--- src/rtl/spi_fm_pkg.sv ---
package spi_fm_pkg;

    localparam int unsigned WORD_W     = 16;
    localparam int unsigned LEN_W      = 4;
    localparam logic [3:0]  MIN_LEN_M1 = 4'd3;

    typedef enum logic [1:0] {
        PH_IDLE,
        PH_LEAD,
        PH_SHIFT,
        PH_TRAIL
    } phase_e;

    function automatic logic [LEN_W-1:0] clamp_len(input logic [LEN_W-1:0] code);
        return (code < MIN_LEN_M1) ? MIN_LEN_M1 : code;
    endfunction

endpackage

--- src/rtl/spi_fm_fifo.sv ---
module spi_fm_fifo #(
    parameter int unsigned W     = 16,
    parameter int unsigned DEPTH = 4
) (
    input  logic         clk,
    input  logic         rst_n,
    input  logic         push,
    input  logic [W-1:0] wdata,
    input  logic         pop,
    output logic [W-1:0] rdata,
    output logic         empty,
    output logic         full
);
    localparam int unsigned AW = (DEPTH > 1) ? $clog2(DEPTH) : 1;
    localparam int unsigned CW = $clog2(DEPTH + 1);
    localparam logic [AW-1:0] LAST = AW'(DEPTH - 1);

    typedef struct packed {
        logic [AW-1:0] wp;
        logic [AW-1:0] rp;
        logic [CW-1:0] cnt;
    } ptr_t;

    ptr_t q, d;
    logic [W-1:0] mem [DEPTH];

    logic do_push, do_pop;

    assign empty   = (q.cnt == '0);
    assign full    = (q.cnt == CW'(DEPTH));
    assign do_push = push && !full;
    assign do_pop  = pop && !empty;
    assign rdata   = mem[q.rp];

    always_comb begin
        d = q;
        if (do_push) begin
            d.wp = (q.wp == LAST) ? '0 : q.wp + 1'b1;
        end
        if (do_pop) begin
            d.rp = (q.rp == LAST) ? '0 : q.rp + 1'b1;
        end
        case ({do_push, do_pop})
            2'b10:   d.cnt = q.cnt + 1'b1;
            2'b01:   d.cnt = q.cnt - 1'b1;
            default: d.cnt = q.cnt;
        endcase
    end

    always_ff @(posedge clk or negedge rst_n) begin
        if (!rst_n) begin
            q <= '0;
        end else begin
            q <= d;
        end
    end

    always_ff @(posedge clk) begin
        if (do_push) begin
            mem[q.wp] <= wdata;
        end
    end

endmodule

--- src/rtl/spi_fm_engine.sv ---
module spi_fm_engine
    import spi_fm_pkg::*;
#(
    parameter int unsigned HALF = 4
) (
    input  logic              clk,
    input  logic              rst_n,
    input  logic              enable,
    input  logic [LEN_W-1:0]  len_req,
    input  logic              tx_empty,
    input  logic [WORD_W-1:0] tx_word,
    output logic              tx_pop,
    output logic              rx_push,
    output logic [WORD_W-1:0] rx_word,
    input  logic              miso,
    output logic              sclk,
    output logic              fss_n,
    output logic              mosi,
    output logic              busy,
    output logic [LEN_W-1:0]  cur_len
);
    localparam int unsigned CW = (2 * HALF > 2) ? $clog2(2 * HALF) : 1;
    localparam logic [CW-1:0] HALF_END  = CW'(HALF - 1);
    localparam logic [CW-1:0] TRAIL_END = CW'(2 * HALF - 1);

    typedef struct packed {
        phase_e             ph;
        logic [CW-1:0]      cnt;
        logic [LEN_W-1:0]   len_m1;
        logic [LEN_W-1:0]   bitn;
        logic [WORD_W-1:0]  tsh;
        logic [WORD_W-1:0]  rsh;
        logic               sclk;
        logic               fss_n;
        logic               mosi;
    } eng_t;

    eng_t q, d;

    logic              half_done;
    logic              tail_done;
    logic              can_chain;
    logic [WORD_W-1:0] rx_next;

    assign half_done = (q.cnt == HALF_END);
    assign tail_done = (q.cnt == TRAIL_END);
    assign can_chain = enable && !tx_empty;
    assign rx_next   = {q.rsh[WORD_W-2:0], miso};

    always_comb begin
        d       = q;
        tx_pop  = 1'b0;
        rx_push = 1'b0;
        rx_word = rx_next;

        // phase-local timer: wraps each half period, or after a full period in the tail
        if (q.ph == PH_IDLE) begin
            d.cnt = '0;
        end else if ((q.ph == PH_TRAIL) ? tail_done : half_done) begin
            d.cnt = '0;
        end else begin
            d.cnt = q.cnt + 1'b1;
        end

        unique case (q.ph)
            PH_IDLE: begin
                d.len_m1 = clamp_len(len_req);
                if (can_chain) begin
                    tx_pop  = 1'b1;
                    d.tsh   = tx_word;
                    d.rsh   = '0;
                    d.bitn  = '0;
                    d.fss_n = 1'b0;
                    d.ph    = PH_LEAD;
                end
            end

            PH_LEAD: begin
                if (half_done) begin
                    d.sclk = 1'b1;
                    d.mosi = q.tsh[q.len_m1];
                    d.tsh  = q.tsh << 1;
                    d.ph   = PH_SHIFT;
                end
            end

            PH_SHIFT: begin
                if (half_done) begin
                    if (q.sclk) begin
                        // falling edge: capture
                        d.sclk = 1'b0;
                        d.rsh  = rx_next;
                        if (q.bitn == q.len_m1) begin
                            rx_push = 1'b1;
                            d.rsh   = '0;
                            d.bitn  = '0;
                            if (can_chain) begin
                                tx_pop = 1'b1;
                                d.tsh  = tx_word;
                            end else begin
                                d.ph = PH_TRAIL;
                            end
                        end else begin
                            d.bitn = q.bitn + 1'b1;
                        end
                    end else begin
                        // rising edge: launch
                        d.sclk = 1'b1;
                        d.mosi = q.tsh[q.len_m1];
                        d.tsh  = q.tsh << 1;
                    end
                end
            end

            PH_TRAIL: begin
                if (tail_done) begin
                    d.fss_n = 1'b1;
                    d.mosi  = 1'b0;
                    d.ph    = PH_IDLE;
                end
            end

            default: d = q;
        endcase
    end

    always_ff @(posedge clk or negedge rst_n) begin
        if (!rst_n) begin
            q        <= '0;
            q.ph     <= PH_IDLE;
            q.len_m1 <= MIN_LEN_M1;
            q.fss_n  <= 1'b1;
        end else begin
            q <= d;
        end
    end

    assign sclk    = q.sclk;
    assign fss_n   = q.fss_n;
    assign mosi    = q.mosi;
    assign busy    = (q.ph != PH_IDLE);
    assign cur_len = q.len_m1;

endmodule

--- src/rtl/spi_frame_master.sv ---
module spi_frame_master
    import spi_fm_pkg::*;
#(
    parameter int unsigned SCLK_DIV   = 8,
    parameter int unsigned FIFO_DEPTH = 4
) (
    input  logic        clk,
    input  logic        rst_n,
    input  logic        enable,
    input  logic [3:0]  word_len,
    input  logic        tx_valid,
    input  logic [15:0] tx_data,
    output logic        tx_ready,
    output logic        rx_valid,
    output logic [15:0] rx_data,
    input  logic        rx_pop,
    input  logic        ovr_clr,
    output logic        overrun,
    output logic        busy,
    output logic        sclk,
    output logic        sclk_oe,
    output logic        fss_n,
    output logic        mosi,
    input  logic        miso
);
    localparam int unsigned HALF = SCLK_DIV / 2;

    typedef struct packed {
        logic ovr;
    } top_t;

    top_t q, d;

    logic              tx_full, tx_empty, tx_pop;
    logic [WORD_W-1:0] tx_word;
    logic              rx_full, rx_empty, rx_push;
    logic [WORD_W-1:0] rx_word;
    logic [LEN_W-1:0]  cur_len;

    spi_fm_fifo #(.W(WORD_W), .DEPTH(FIFO_DEPTH)) u_txq (
        .clk   (clk),
        .rst_n (rst_n),
        .push  (tx_valid),
        .wdata (tx_data),
        .pop   (tx_pop),
        .rdata (tx_word),
        .empty (tx_empty),
        .full  (tx_full)
    );

    spi_fm_fifo #(.W(WORD_W), .DEPTH(FIFO_DEPTH)) u_rxq (
        .clk   (clk),
        .rst_n (rst_n),
        .push  (rx_push),
        .wdata (rx_word),
        .pop   (rx_pop),
        .rdata (rx_data),
        .empty (rx_empty),
        .full  (rx_full)
    );

    spi_fm_engine #(.HALF(HALF)) u_eng (
        .clk      (clk),
        .rst_n    (rst_n),
        .enable   (enable),
        .len_req  (word_len),
        .tx_empty (tx_empty),
        .tx_word  (tx_word),
        .tx_pop   (tx_pop),
        .rx_push  (rx_push),
        .rx_word  (rx_word),
        .miso     (miso),
        .sclk     (sclk),
        .fss_n    (fss_n),
        .mosi     (mosi),
        .busy     (busy),
        .cur_len  (cur_len)
    );

    always_comb begin
        d = q;
        if (ovr_clr) begin
            d.ovr = 1'b0;
        end
        if (rx_push && rx_full) begin
            d.ovr = 1'b1;
        end
    end

    always_ff @(posedge clk or negedge rst_n) begin
        if (!rst_n) begin
            q <= '0;
        end else begin
            q <= d;
        end
    end

    assign overrun  = q.ovr;
    assign tx_ready = !tx_full;
    assign rx_valid = !rx_empty;
    assign sclk_oe  = 1'b1;

endmodule

--- config.mk ---
export PLATFORM = sky130hd
export DESIGN_NAME = spi_frame_master
export DESIGN_NICKNAME = d
export VERILOG_FILES = /design/src/rtl/spi_fm_pkg.sv /design/src/rtl/spi_fm_fifo.sv /design/src/rtl/spi_fm_engine.sv /design/src/rtl/spi_frame_master.sv
export SDC_FILE = /design/constraint.sdc
export NUM_CORES = 1
export LEC_CHECK = 0
export BUFFER_PORTS_ARGS = -buffer_cell sky130_fd_sc_hd__clkbuf_2
export CORE_MARGIN = 8
export CORE_UTILIZATION = 50
export CTS_CLUSTER_SIZE = 40
export DETAILED_ROUTE_END_ITERATION = 10
export PLACE_DENSITY = 0.67
export SETUP_SLACK_MARGIN = 0.02
export SLEW_MARGIN = 25
export SYNTH_ARGS = -nofsm -noshare
export SYNTH_HDL_FRONTEND = slang
export SYNTH_SLANG_ARGS = --single-unit
--- constraint.sdc ---
create_clock -name clk -period 6.35 [get_ports clk]
set_input_delay 0.3175 -clock clk [delete_from_list [all_inputs] [get_ports clk]]
set_output_delay 0.3175 -clock clk [all_outputs]
set_load 0.02 [all_outputs]
-- Yosys cells after proc, flatten, opt, wreduce, memory -nomap -nowiden
Memories as Yosys holds them, arrays and structs flattened.
Index checks and enable logic that the tools add are counted.
- $add $sub $neg: 10
- order comparisons: 2
- equal/unequal tests: 26
- muxes and demuxes: 57
- reductions and logical operators: 28
- operator list (operator ; number):
    $mux W16 ; 4
    $pmux W16 S3 ; 1
    $mux W37 ; 1
    $mux W36 ; 1
    $mux W32 ; 1
    $pmux W15 S2 ; 1
    $mux W2 ; 12
    $mux W1 ; 22
    $eq A2 B2 Y1 const B ; 8
    $reduce_bool A2 Y1 ; 7
    $mux W4 ; 3
    $ne A2 B1 Y1 const B ; 6
    $pmux W3 S2 ; 2
    $add A3 B1 Y3 const B ; 3
    $eq A3 B3 Y1 const B ; 3
    $add A2 B1 Y2 const B ; 4
    $pmux W2 S4 ; 1
    $pmux W4 S2 ; 1
    $reduce_and A7 Y1 ; 1
    $eq A2 B1 Y1 const B ; 3
    $logic_and A1 B1 Y1 ; 6
    $logic_not A3 Y1 ; 2
    $mux W3 ; 2
    $ne A3 B3 Y1 const B ; 2
    other kinds (17) ; 26
- register bits: 62
- memory bits (writable): 128
- bits of input ports: 27
- output and inout bits: 24
- memories kept: 2
- memories (memory ; words ; width ; read ports ; clocked after memory_dff ; write ports ; RTL line ; source):
    u_rxq.mem ; 4 ; 16 ; 1 ; 0 ; 1 ; spi_fm_fifo.sv:25 ; logic [W-1:0] mem [DEPTH];
    u_txq.mem ; 4 ; 16 ; 1 ; 0 ; 1 ; spi_fm_fifo.sv:25 ;

-- Depth between registers and ports, before layout
- word-level depth: 11
- depth in mapped cells: 12

-- By module
Synthesis repeated with hierarchy kept, for this count alone.
- cells, all modules: 532
- area total of the unflattened synthesis: 8590.7 µm²
- by module, submodules not included (module ; instances ; cells each ; area an instance (µm²) ; sequential area each (µm²)):
    spi_fm_engine ; 1 ; 275 ; 2961.6 ; 1179.9
    spi_fm_fifo at u_rxq ; 1 ; 124 ; 2800.2 ; 2097.0
    spi_fm_fifo at u_txq ; 1 ; 125 ; 2768.9 ; 2097.0
    spi_frame_master ; 1 ; 8 ; 60.1 ; 25.0

-- Worst setup path before layout
OpenSTA, ideal clock, no wires.
- path type: reg2reg
- from: reg u_eng.q (netlist bit u_eng.cur_len[0])
- to: reg u_txq.q[2] (netlist bit)
- library setup time: 0.079 ns
- arrival time: 2.465 ns
- data required time: 6.271 ns
- path slack: 3.806 ns
- cell stages (with the launch flop): 12
- clock period less this slack: 2.544 ns
- cell sequence: dfstp_2 > buf_6 > xnor2_2 > nand4_2 > or3_4 > a21oi_4 > ha_1 > inv_1 > fa_1 > xor2_1 > nor2_1 > xor2_1
- longest elaborated chain between the ends: 8
- elaborated cells between the ends (all ways): 10
- RTL lines (what ; RTL line ; source):
    start, declared ; spi_fm_engine.sv:38 ; eng_t q, d;
    $eq A4 B4 Y1 (*) ; spi_fm_engine.sv:93 ; if (q.bitn == q.len_m1) begin
    $mux W1 (*) ; spi_fm_engine.sv:93 ;
    $mux W1 (*) ; spi_fm_engine.sv:89 ; if (q.sclk) begin
    $mux W1 (*) ; spi_fm_engine.sv:88 ; if (half_done) begin
    $pmux W1 S2 (*) ; spi_fm_engine.sv:65 ; unique case (q.ph)
    $logic_and A1 B1 Y1 (*) ; spi_fm_fifo.sv:32 ; assign do_pop = pop && !empty;
    named net u_txq.do_pop ; spi_fm_fifo.sv:27 ; logic do_push, do_pop;
    $eq A2 B1 Y1 or $eq A2 B2 Y1 (tied branches) ; spi_fm_fifo.sv:43 ; case ({do_push, do_pop})
    $pmux W3 S2 or $reduce_bool A2 Y1 (tied branches) ; -- ;
    end signal, assigned ; spi_fm_fifo.sv:52 ; q <= '0;
    end signal, assigned ; spi_fm_fifo.sv:54 ; q <= d;
    end, declared ; spi_fm_fifo.sv:24 ; ptr_t q, d;
The timed path passes the listed nets; every way through them passes the cells marked *.
A chain may end at the register's enable or synchronous reset.

-- Final worst setup path
- from: reg u_eng.q[46] (netlist bit)
- to: reg u_txq.q[2] (netlist bit)
- longest elaborated chain between the ends: 5
- elaborated cells between the ends (all ways): 8
- RTL lines (what ; RTL line):
    $eq A2 B2 Y1 or $logic_not A2 Y1 (tied branches) ; spi_fm_engine.sv:65
    $pmux W1 S2 (*) ; spi_fm_engine.sv:65
    $logic_and A1 B1 Y1 (*) ; spi_fm_fifo.sv:32
    named net u_txq.do_pop ; spi_fm_fifo.sv:27
    $eq A2 B1 Y1 or $eq A2 B2 Y1 (tied branches) ; spi_fm_fifo.sv:43
    $pmux W3 S2 or $reduce_bool A2 Y1 (tied branches) ; --
Marked as above.

==> results.yml <==
routing:
  first_pass_iters: 5
  vias_per_cell: 5.49
  drc: 0
  drtAntennaViolNets: 0
  drt_iter0_drc: 200
  detail_route.wl_per_cell_um: 17.9
  routed-via-count: 4027
  detail_route.wirelength_mm: 13.1
logic_synthesis:
  ys_seq_area_share_pct: 69.1
  ys_ff_latch: 190
  postSynthCellCount: 458
  synth_edf_count: 128
  synth_area_mm2: 0.00781
  syn_nets: 507
  synth_area_leader_cell: "edfxtp_1"
  synth.most_common_cell: "edfxtp_1"
  synth_top_flop_cell: "edfxtp_1"
  async_reset_ff_share_pct: 32.6
  ys_top_cells_by_count: "edfxtp_1, dfrtp_1, mux4_2"
  netlist_top_cells_area: "edfxtp_1, dfrtp_1, mux4_2"
  yosys.area.top_type_share_pct: 49.2
  synth.yosys.warnings: 0
  yosysUniqueCellTypes: 43
  syn_avg_cell_area_um2: 17.1
cts:
  cts_tree: "built"
  cts-root-buf: "clkbuf_16"
  htree_num_levels: 4
  clock_sinks: 190
  cts_inserted_buffers: 17
  clkTransAtPathRegs_ps: 70
  cts_max_path_buffers: 2
  ctsHoldBuffers: 0
  cts_resized: 0
  clock_latency_ps: 430
  cts_setup_buffers: 0
placement:
  place_congestion: 0.835
  place_hpwl_mm: 8.80
  port_buffers: 49
timing:
  max_slew_margin_pct: 29.6
  tightest_slew_ps: 1050
  skew_ps: 9.99
  slew_viol_final: 0
  hold_violations: 0
  fmax_mhz: 344
  rsz0062_at_grt: "false"
  setup_tns_ps: 0
  setup_viol_count_final: 0
  finalCritPeriodShare_pct: 45.8
  post-route-min-period_ps: 2910
final_layout:
  layout-drive-gt1-share_pct: 27.2
  areaGrowthSynthToFinish_pct: 13.4
  fillCellCount: 1162
  nNetsFinal: 558
  antenna_cells: 0
global_routing:
  grt_start_max_net_pins: 63
  grt-ovfl-total: 0
  grt_pass1_wl_mm: 21.5
  grt_pass1_vias: 4234
  use_met2_pct: 24.9
  top_usage_layer: "met2"
  grt_util_met1_pct: 16.0
  grt_use_total_pct: 14.2
  antenna_found_initial: 0
  gr-usage-met3_pct: 4.05
critical_path:
  slowest_delay_ps: 450
  startpoint: "u_eng.q[46]"
  worstPathMaxFanout: 12
  worstPathRequired_ps: 6700
  critPathTopFamily: "adder cells"
  cp.arrival_ps: 3260
  critical_path_class: "flip-flop to flip-flop"
  crit_chain: "inv_1, ha_1, nand2_1, or3_4, a21oi_4, ha_1, inv_1, fa_1, xor2_1, nor2_1, xor2_1"
  path_buf_inv: 2
  endpoint_kind: "flip-flop"
  cp-start-kind: "flip-flop"
  reg2reg_from: "u_eng.q[46]"
  cpMaxStageDelayCell: "or3_4"
power_and_ir_drop:
  power_mw: 4.19
  ir_drop_v: 0.000403
  p_per_area_mw_per_mm2: 473
  power.leakage_nw: 3.43
floorplan:
  start_util_pct: 51.2
  core-area_mm2: 0.0153
  dieArea_mm2: 0.0199
  ioPinCount: 51
  dieHeight_um: 141
  die_x_um: 141
  rows: 45
hold_path:
  min_path_type: "input port to async pin"
status:
  status: "complete, no violations"
run:
  maxCapViolations: 0
==> layout make-up <==
type	instances	area, um^2	share of cell area, %
clock buffers	18	429	4.84
clock inverters	14	168	1.89
multi-input cells	227	2250	25.4
flip-flops and latches	190	5400	61.0
inverters	21	78.8	0.890
well taps	211	264	2.98
repair buffers	52	272	3.06
==> worst paths after layout <==
kind                                to  slack (ps)  depth (start not counted)
setup / recovery            u_txq.q[2]        3440                         11
hold / removal              u_txq.q[5]          30                          2
setup reg to reg            u_txq.q[2]        3440                         11
hold reg to reg            u_eng.q[43]         450                          1
max in group asynchronous   u_rxq.q[3]        5750                          2
min in group clk               overrun          90                          2
==> per-stage QoR <==
stage	std cells	util, %	cell area [um^2]	worst slack (ps)	hold WS [ps]
finish	733	58.1	8860	3440	33.7
global route	733	58.1	8860	3210	71.6
CTS	733	58.0	8850	3450	69.3
detailed placement	701	54.1	8260	3470	447
global placement	700	54.0	8250	3580	417
floorplan	458	-	7810	3810	21.9
==> layer usage <==
layer | vias up | wire length [um]
met5 | - | 0
met4 | 0 | 125
li1 | 1872 | -
met2 | 68 | 7150
met1 | 2078 | 5360
met3 | 9 | 458
==> sequential cells by signal, indices dropped and copies added, names as in the netlist <==
register       count
u_eng.fss_n        1
u_txq.mem         64
u_eng.mosi         1
u_rxq.q            7
u_eng.cur_len      4
u_eng.q           25
u_txq.q            7
u_eng.rx_word     15
overrun            1
u_eng.sclk         1
u_rxq.mem         64
==> cells by family (layout without fill, tap and decap cells) <==
logic type | count (synthesis) | count (layout) | share of synthesized area (%)
adder cells (fa/ha/maj) | 22 | 22 | 3.71
XOR/XNOR | 10 | 10 | 1.22
buffers and inverters | 41 | 105 | 2.34
multiplexers | 50 | 50 | 12.3
AND/OR/NAND/NOR | 62 | 62 | 3.78
other | 1 | 1 | 0.0480
flip-flops | 190 | 190 | 69.1
AO/OA/AOI/OAI | 82 | 82 | 7.46
==> cells in the final DEF (no fill, tap or decap), types with 4 or more instances in the layout <==
cell type and count:
edfxtp_1 128, dfrtp_1 58, clkbuf_2 49, mux4_2 36
nor2_1 33, a21oi_1 24, inv_1 21, ha_1 20
a22o_1 17, clkbuf_16 17, a22oi_1 15, o21ai_0 11
mux2_2 11, nand2_1 8, xnor2_1 5, and3_1 5
and2_1 4, xor2_1 4
==> power by group <==
group	internal, mW	switching, mW
Sequential	1.56	0.229
Clock	0.619	0.440
Combinational	0.614	0.721
Total	2.80	1.39
Power figures use the tool's default switching activity.
